### config.mk
export PLATFORM = sky130hd
export DESIGN_NAME = irq_vector_sel
export DESIGN_NICKNAME = d
export VERILOG_FILES = /design/src/rtl/irqv_pkg.sv /design/src/rtl/irqv_base_reg.sv /design/src/rtl/irqv_prio_enc.sv /design/src/rtl/irqv_arbiter.sv /design/src/rtl/irq_vector_sel.sv
export SDC_FILE = /design/constraint.sdc
export NUM_CORES = 1
export LEC_CHECK = 0
export BUFFER_PORTS_ARGS = -buffer_cell sky130_fd_sc_hd__buf_2
export CAP_MARGIN = 40
export CORE_MARGIN = 1.5
export CORE_UTILIZATION = 51
export CTS_CLUSTER_SIZE = 30
export DETAILED_ROUTE_END_ITERATION = 8
export GPL_ROUTABILITY_DRIVEN = 1
export HOLD_SLACK_MARGIN = 0.15
export PLACE_DENSITY_LB_ADDON = 0.05
export SETUP_SLACK_MARGIN = 0.3
export SLEW_MARGIN = 25
export SYNTH_ARGS = -nofsm -noshare
export SYNTH_HDL_FRONTEND = slang
export SYNTH_SLANG_ARGS = --single-unit
### constraint.sdc
create_clock -name clk -period 5 [get_ports clk]
set_clock_uncertainty 0.1 [all_clocks]
set_input_delay 0.5 -clock clk [delete_from_list [all_inputs] [get_ports clk]]
set_output_delay 0.5 -clock clk [all_outputs]
set_load 0.05 [all_outputs]
### src/rtl/irqv_pkg.sv
package irqv_pkg;
  localparam logic [7:0] OFF_SPUR   = 8'h80;
  localparam logic [7:0] OFF_IRQ_LO = 8'h82;
  localparam logic [7:0] OFF_XIRQ   = 8'hF4;
  localparam logic [7:0] OFF_SWI    = 8'hF6;
  localparam logic [7:0] OFF_TRAP   = 8'hF8;
  localparam logic [7:0] BASE_RST   = 8'hFF;
  localparam logic [7:0] BASE_FRZ   = 8'hFF;
  localparam logic [15:0] RST_VEC_LO = 16'hFFFA;
  localparam logic [15:0] VEC_POR    = 16'hFFFE;
  localparam int NUM_RST = 3;

  typedef enum logic [2:0] {
    SRC_SPUR, SRC_IRQ, SRC_XIRQ, SRC_SWI, SRC_TRAP, SRC_RST
  } src_e;
endpackage

### src/rtl/irqv_base_reg.sv
module irqv_base_reg
  import irqv_pkg::*;
#(
  parameter int W = 8
) (
  input  logic         clk,
  input  logic         rst_n,
  input  logic         wr_en,
  input  logic [W-1:0] wr_data,
  input  logic         freeze,
  output logic [W-1:0] base_eff
);
  logic [W-1:0] base_q, base_d;

  always_comb begin
    base_d = base_q;
    if (wr_en) base_d = wr_data;
  end

  always_ff @(posedge clk or negedge rst_n) begin
    if (!rst_n) base_q <= W'(BASE_RST);
    else        base_q <= base_d;
  end

  // Debug freeze substitutes a fixed page byte for the programmed one.
  always_comb base_eff = freeze ? W'(BASE_FRZ) : base_q;
endmodule

### src/rtl/irqv_prio_enc.sv
module irqv_prio_enc #(
  parameter int N  = 57,
  parameter int IW = $clog2(N)
) (
  input  logic [N-1:0]  req,
  output logic          any,
  output logic [IW-1:0] idx
);
  logic [N:0]   hi;   // hi[i]: some request at index >= i
  logic [N-1:0] sel;  // one-hot winner

  assign hi[N] = 1'b0;

  genvar g;
  generate
    for (g = N - 1; g >= 0; g--) begin : g_chain
      assign hi[g]  = hi[g+1] | req[g];
      assign sel[g] = req[g] & ~hi[g+1];
    end
  endgenerate

  assign any = hi[0];

  always_comb begin
    idx = '0;
    for (int i = 0; i < N; i++) begin
      idx = idx | (IW'(i) & {IW{sel[i]}});
    end
  end
endmodule

### src/rtl/irqv_arbiter.sv
module irqv_arbiter
  import irqv_pkg::*;
#(
  parameter int IW = 6
) (
  input  logic [NUM_RST-1:0] rst_cause,
  input  logic               trap_req,
  input  logic               swi_req,
  input  logic               xirq_req,
  input  logic               x_mask,
  input  logic               irq_any,
  input  logic [IW-1:0]      irq_idx,
  input  logic [7:0]         base,
  output logic [15:0]        vec_next,
  output src_e               src,
  output logic               wake
);
  logic       x_live;
  logic [7:0] irq_off;
  logic [15:0] rst_vec;

  assign x_live  = xirq_req & ~x_mask;
  assign irq_off = OFF_IRQ_LO + 8'({irq_idx, 1'b0});

  always_comb begin
    rst_vec = VEC_POR;
    for (int k = 0; k < NUM_RST; k++) begin
      if (rst_cause[k]) rst_vec = RST_VEC_LO + 16'(2 * k);
    end
  end

  always_comb begin
    if (|rst_cause)    src = SRC_RST;
    else if (trap_req) src = SRC_TRAP;
    else if (swi_req)  src = SRC_SWI;
    else if (x_live)   src = SRC_XIRQ;
    else if (irq_any)  src = SRC_IRQ;
    else               src = SRC_SPUR;
  end

  always_comb begin
    unique case (src)
      SRC_RST:  vec_next = rst_vec;
      SRC_TRAP: vec_next = {base, OFF_TRAP};
      SRC_SWI:  vec_next = {base, OFF_SWI};
      SRC_XIRQ: vec_next = {base, OFF_XIRQ};
      SRC_IRQ:  vec_next = {base, irq_off};
      default:  vec_next = {base, OFF_SPUR};
    endcase
  end

  assign wake = (src != SRC_SPUR);
endmodule

### src/rtl/irq_vector_sel.sv
module irq_vector_sel
  import irqv_pkg::*;
#(
  parameter int NUM_IRQ = 57
) (
  input  logic               clk,
  input  logic               rst_n,
  input  logic [NUM_IRQ-1:0] irq_req,
  input  logic               xirq_req,
  input  logic               swi_req,
  input  logic               trap_req,
  input  logic [2:0]         rst_cause,
  input  logic               i_mask,
  input  logic               x_mask,
  input  logic               vec_fetch,
  input  logic               base_wr,
  input  logic [7:0]         base_wdata,
  input  logic               freeze,
  output logic [15:0]        vec_addr,
  output logic               wake
);
  localparam int IW = (NUM_IRQ > 1) ? $clog2(NUM_IRQ) : 1;

  logic [NUM_IRQ-1:0] irq_live;
  logic               irq_any;
  logic [IW-1:0]      irq_idx;
  logic [7:0]         base_eff;
  logic [15:0]        vec_next, vec_d, vec_q;
  src_e               src;

  assign irq_live = irq_req & {NUM_IRQ{~i_mask}};

  irqv_base_reg #(.W(8)) u_base (
    .clk(clk), .rst_n(rst_n), .wr_en(base_wr), .wr_data(base_wdata),
    .freeze(freeze), .base_eff(base_eff)
  );

  irqv_prio_enc #(.N(NUM_IRQ), .IW(IW)) u_enc (
    .req(irq_live), .any(irq_any), .idx(irq_idx)
  );

  irqv_arbiter #(.IW(IW)) u_arb (
    .rst_cause(rst_cause), .trap_req(trap_req), .swi_req(swi_req),
    .xirq_req(xirq_req), .x_mask(x_mask), .irq_any(irq_any),
    .irq_idx(irq_idx), .base(base_eff), .vec_next(vec_next),
    .src(src), .wake(wake)
  );

  always_comb begin
    vec_d = vec_q;
    if (vec_fetch) vec_d = vec_next;
  end

  always_ff @(posedge clk or negedge rst_n) begin
    if (!rst_n) vec_q <= VEC_POR;
    else        vec_q <= vec_d;
  end

  assign vec_addr = vec_q;
endmodule

==> results of run 1 <==
-- worst paths after layout --
check | from | to | slack (ns) | cells after the start
min in group asynchronous | rst_n | vec_addr[15]$_DFFE_PN1P_ | 0.41 | 1
max | irq_req[47] | wake | 1.77 | 7
max reg2reg | vec_addr[3]$_DFFE_PN1P_ | vec_addr[3]$_DFFE_PN1P_ | 4.05 | 3
min reg2reg | vec_addr[2]$_DFFE_PN1P_ | vec_addr[2]$_DFFE_PN1P_ | 0.41 | 2
max in group asynchronous | rst_n | vec_addr[9]$_DFFE_PN1P_ | 4.36 | 1
min | base_wdata[6] | u_base.base_q[6]$_DFFE_PN1P_ | 0.36 | 2
-- logic make-up after synthesis --
kind of cell    Yosys count  share of synthesized area, %
compound gates           77                         28.15
flops                    23                         30.15
fa+ha+maj                 1                        0.6241
other cells               1                        0.1871
simple gates            101                         30.15
xor+xnor                  1                        0.4370
buf+inv                  20                         4.556
mux                      10                         5.743
-- area by class of cell --
| cell class | instances | area, um2 |
|---|---|---|
| Multi-Input combinational cell | 191 | 1309 |
| Timing Repair Buffer | 93 | 465.4 |
| Inverter | 12 | 45.04 |
| Tap cell | 48 | 60.06 |
| Fill cell | 340 | 1184 |
| Clock inverter | 1 | 7.507 |
| Clock buffer | 3 | 41.29 |
| Sequential cell | 23 | 604.3 |
-- layout by cell type (no fill, tap or decap), types with 4 or more instances in the layout --
cell type	n
buf_2	93
nor2_1	24
dfstp_2	23
a21oi_1	13
nand2_1	13
inv_1	12
nor4_1	11
nor3_1	10
o21ai_0	9
o22a_1	9
a31oi_1	8
mux2_2	8
or3_1	7
nand4_1	6
nand3_1	5
o211ai_1	4
o31ai_1	4
-- power breakdown --
group | internal, uW | switching, uW
sequential | 205 | 5.31
combinational | 52.8 | 76.8
clock | 56.5 | 61.7
total | 314 | 144
-- layer usage --
layer  routed length, um  share of wire, %
met1                2447                46
met2                2558                48
met3                 313               5.8
met4                  57               1.1
met5                   0                 0
-- per-stage QoR --
step	setup WS, ns	instances	hold slack, ns
2_1_floorplan	2.166	234	0.2522
3_3_place_gp	1.766	367	0.3792
3_5_place_dp	1.751	367	0.4027
4_1_cts	1.755	371	0.3468
5_1_grt	1.492	371	0.3513
6_report	1.773	371	0.3554
-- flip-flops by register name (all words and copies together) (netlist names) --
| register | cells |
|---|---|
| u_base.base_q | 8 |
| vec_addr | 15 |
==> flow_summary.ini, run 1 <==
[run_status]
status = finished clean

[critical_path]
slowest_stage = nor4_1
cp_num_buf_inv = 2
cp-end-kind = output pin
cp_max_fo = 5
cp-start-kind = primary input
slowest_delay_ns = 0.51
required_ns = 4.40
crit_chain = buf_2, nor4_1, nand4_1, nor4_1, a31oi_1, or3_1, buf_2
path_class = in -> out
arrival_ns = 2.63
critical-path-top-delay-family = simple AND/OR/NAND/NOR gates

[finish]
final_area_mm2 = 0.002532
diodes = 0
nets = 403
area_delta_synth_final_pct = 26.34
post_route_cells_drive_above_1_share_pct = 43.65
fin_util_pct = 68.15

[route]
drt_pass1_iterations = 4
wl_um = 5376
dr_total_vias = 2207
wl_per_cell_um = 14.49
drc = 0
antenna_left = 0
drt_iter0_markers = 191
vias_per_cell = 5.949

[sta]
slew_viol_final = 0
tightest_slew_ns = 0.7020
fin_crit_sh_pct = 64.53
hold_viol_final = 0
setup_viol = 0
slew_headroom_pct = 52.77
fmax_ghz = 0.3099
tns_ns = 0
rsz0062_at_grt = false
period_needed_ns = 3.227

[grt]
grt_overflow = 0
grt_first_pass_wirelength_um = 8666
grt_use_total_pct = 25.47
top_usage_layer = met2
grt_pass1_vias = 1999
use_met2_pct = 42.80
grt_use_met3_pct = 5.137
grt_max_degree = 25
use_met1_pct = 33.73
antenna_found_initial = 0

[clocking]
clockBufferDepth = 2
cts_resized = 0
htreeDepth = 1
numCtsBuffers = 3
tritoncts = built
cts_hold_repair.buffers = 0
clock-sinks = 23
cts_setup_buffers = 0
clock_latency_ns = 0.27
clk_pin_slew_worst_paths_ns = 0.08
root_buffer = clkbuf_8

[power_and_ir_drop]
p_total_uw = 457.7
power_density_mw_per_mm2 = 180.7
leakage_uw = 0.001046
ir_worst_vdd_v = 0.0001926

[floorplanning]
initial_utilization_pct = 53.94
die_area_mm2 = 0.004315
die_h_um = 65.69
rows = 22
chipWidth_um = 65.69
io_pins = 95
core_area_mm2 = 0.003716

[yosys]
synth_nets = 313
synth_top_area_share_pct = 30.15
synthTopCellsByArea = dfstp_2, mux2_2, nor2_1
synth_commonest_cells = nor2_1, dfstp_2, a21oi_1, nand2_1, inv_1
yosysMostFrequentCell = nor2_1
syn_inst = 234
yosys_warnings = 0
yosysSeqAreaShare_pct = 30.15
synth_edf_count = 0
syn_avg_cell_area_um2 = 8.566
synth_top_cell_by_area = dfstp_2
syn_area_mm2 = 0.002004
synth_flop_cell = dfstp_2
ys_types = 61
yosys_register_bits = 23
synthArstFlopShare_pct = 100.0

[place]
gp_congestion = 0.8853
port_buffers = 93
dpl_cell_area_mm2 = 0.002484
place_hpwl_um = 4384

[min_path]
hold_class = in -> reg

[job]
cap_viol_max_count = 0
Power figures use the tool's default switching activity.
==> run 2: changes to the inputs <==
--- a/config.mk
+++ b/config.mk
@@ -5,10 +5,11 @@
 export SDC_FILE = /design/constraint.sdc
 export NUM_CORES = 1
 export LEC_CHECK = 0
+export ABC_AREA = 1
 export BUFFER_PORTS_ARGS = -buffer_cell sky130_fd_sc_hd__buf_2
 export CAP_MARGIN = 40
 export CORE_MARGIN = 1.5
-export CORE_UTILIZATION = 51
+export CORE_UTILIZATION = 49
 export CTS_CLUSTER_SIZE = 30
 export DETAILED_ROUTE_END_ITERATION = 8
 export GPL_ROUTABILITY_DRIVEN = 1
==> constraint.sdc (replaced) <==
create_clock -name clk -period 3 [get_ports clk]
set_clock_uncertainty 0.1 [all_clocks]
set_input_delay 0.3 -clock clk [delete_from_list [all_inputs] [get_ports clk]]
set_output_delay 0.3 -clock clk [all_outputs]
set_load 0.05 [all_outputs]
==> run 2 against run 1 <==
  * The run now ends with setup timing left
  * Setup slack lost 2.1 ns
  * Final cell count rose by 47%
  * Wire length is 21% higher
  * Via count up 24%
  * Highest routed layer unchanged
==> flow_summary.ini, run 2 <==
[yosys]
synth_nets = 424
synth_commonest_cells = nand2_1, inv_1, nor2_1
syn_area_mm2 = 0.002263
yosys_warnings = 0
synth_top_cell_by_area = dfstp_2
ys_types = 41
yosysSeqAreaShare_pct = 26.70
synthTopCellsByArea = dfstp_2, nand2_1, inv_1
synthArstFlopShare_pct = 100.0
yosys_register_bits = 23
syn_avg_cell_area_um2 = 6.561
synth_edf_count = 0
syn_inst = 345
synth_flop_cell = dfstp_2
yosysMostFrequentCell = nand2_1
synth_top_area_share_pct = 26.70

[job]
cap_viol_max_count = 0

[place]
port_buffers = 93
gp_congestion = 0.8799
place_hpwl_um = 4755

[min_path]
hold_class = in -> reg

[power_and_ir_drop]
power_density_mw_per_mm2 = 260.0
leakage_uw = 0.001764
ir_worst_vdd_v = 0.0001754

[sta]
fmax_ghz = 0.2972
fin_crit_sh_pct = 112.1
layout_setup_ws_ns = -0.3645
hold_viol_final = 0
hold_slack_ns = 0.1590
setup_viol = 7
rsz0062_at_grt = true
period_needed_ns = 3.364
tightest_slew_ns = 0.6325
slew_viol_final = 0
slew_headroom_pct = 57.28

[grt]
grt_max_degree = 33
grt_overflow = 0
grt_pass1_vias = 2662
antenna_found_initial = 0
grt_use_total_pct = 25.84
grt_first_pass_wirelength_um = 10720

[route]
wl_per_cell_um = 11.93
vias_per_cell = 5.031
antenna_left = 0
drc = 0
dr_total_vias = 2737
wl_um = 6491
drt_iter0_markers = 96
drt_pass1_iterations = 4

[floorplanning]
initial_utilization_pct = 51.28
rows = 24
io_pins = 95
die_area_mm2 = 0.005036
chipWidth_um = 70.97
die_h_um = 70.97
core_area_mm2 = 0.004414

[finish]
largest_reg_flops = 15
post_route_cells_drive_above_1_share_pct = 46.34
fin_util_pct = 78.91
diodes = 0
mostFrequentLayoutCell = buf_2
area_delta_synth_final_pct = 53.90
nets = 572
final_cell_mix = buf_2, nand2_1, inv_1, buf_4, nor2_1

[clocking]
clock_latency_ns = 0.27
numCtsBuffers = 3
htreeDepth = 1
root_buffer = clkbuf_8
clockBufferDepth = 2
clock-sinks = 23
tritoncts = built
clk_pin_slew_worst_paths_ns = 0.08

[critical_path]
cp-end-kind = output pin
cp_max_fo = 7
required_ns = 2.60
path_class = in -> out
cp-start-kind = primary input
arrival_ns = 2.96

[run_status]
violations = setup timing
status = complete, but fails checks
==> run 2: stage by stage <==
stage	std cells	instance area (um2)	power [uW]	worst slack [ns]	TNS, ns
2_1_floorplan	345	2351	558.8	-0.3700	-1.276
3_3_place_gp	521	3117	672.8	-0.5958	-3.378
3_5_place_dp	521	3117	679.3	-0.7245	-4.250
4_1_cts	542	3432	902.4	-0.3374	-1.405
5_1_grt	544	3483	957.3	-0.6661	-3.544
6_report	544	3483	905.7	-0.3645	-1.659
==> run 2: worst paths after layout <==
check / slack, ns / startpoint / depth (start not counted) / end
max: -0.36 / i_mask / 24 / wake
min: 0.16 / base_wdata[6] / 3 / u_base.base_q[6]$_DFFE_PN1P_
max reg2reg: 1.99 / u_base.base_q[3]$_DFFE_PN1P_ / 2 / u_base.base_q[3]$_DFFE_PN1P_
min reg2reg: 0.37 / vec_addr[5]$_DFFE_PN1P_ / 2 / vec_addr[5]$_DFFE_PN1P_
max in group asynchronous: 2.57 / rst_n / 1 / vec_addr[5]$_DFFE_PN1P_
min in group asynchronous: 0.20 / rst_n / 1 / u_base.base_q[0]$_DFFE_PN1P_
==> run 2: repair_timing <==
action / CTS / global route
buffers inserted: 14 / 2
endpoints found under the setup margin: 7 / 7
endpoints found under the hold margin: 3 / 0
resized for setup: 35 / 8
hold buffers: 3 / 0
pin swaps: 12 / 6
==> run 2: cell families (layout without fill, tap and decap cells) <==
| group | count (synthesis) | after routing | synth area share (%) |
|---|---|---|---|
| XOR/XNOR | 1 | 1 | 0.3870 |
| AO/OA/AOI/OAI | 59 | 59 | 14.65 |
| buffers and inverters | 66 | 213 | 12.33 |
| adder cells (fa/ha/maj) | 1 | 1 | 0.5527 |
| other | 1 | 1 | 0.1657 |
| AND/OR/NAND/NOR | 194 | 194 | 45.22 |
| flip-flops | 23 | 23 | 26.70 |
==> run 2: cell type report <==
cell class / count / area, um2
clock buffer: 3 / 41.29
inverter: 57 / 230.2
clock inverter: 1 / 5.005
tap: 52 / 65.06
timing repair buffer: 152 / 967.2
multi-input combinational: 256 / 1570
fill: 329 / 930.9
sequential: 23 / 604.3
==> run 2: critical path: stages <==
cell     delay [ns]
buf_12         0.10
inv_16         0.05
nand2_4        0.06
nand3_4        0.08
nor2_4         0.12
nand4_4        0.12
nor2_4         0.14
nand4_4        0.10
nor2_4         0.14
nand4_4        0.10
nor2_4         0.15
nand4_4        0.10
nor2_4         0.13
nand4_4        0.10
nor2_4         0.14
nand4_4        0.10
nor2_4         0.16
nand4_4        0.11
nor2_4         0.12
nand3_2        0.10
nor2_4         0.10
buf_6          0.11
nand3_2        0.07
buf_8          0.17
==> run 2: metal layers <==
metal / up-vias / GRT usage [%] / part of all wire, %
met5: - / 0 / 0
met3: 18 / 3.276 / 3.8
met2: 73 / 49.95 / 52
li1: 1423 / - / -
met4: 0 / 8.176 / 2.7
met1: 1223 / 29.04 / 41
==> run 2: where the power goes <==
| group | total, uW | switching, uW | internal [uW] |
|---|---|---|---|
| clock | 193 | 99.9 | 92.8 |
| combinational | 360 | 218 | 142 |
| sequential | 353 | 8.53 | 344 |
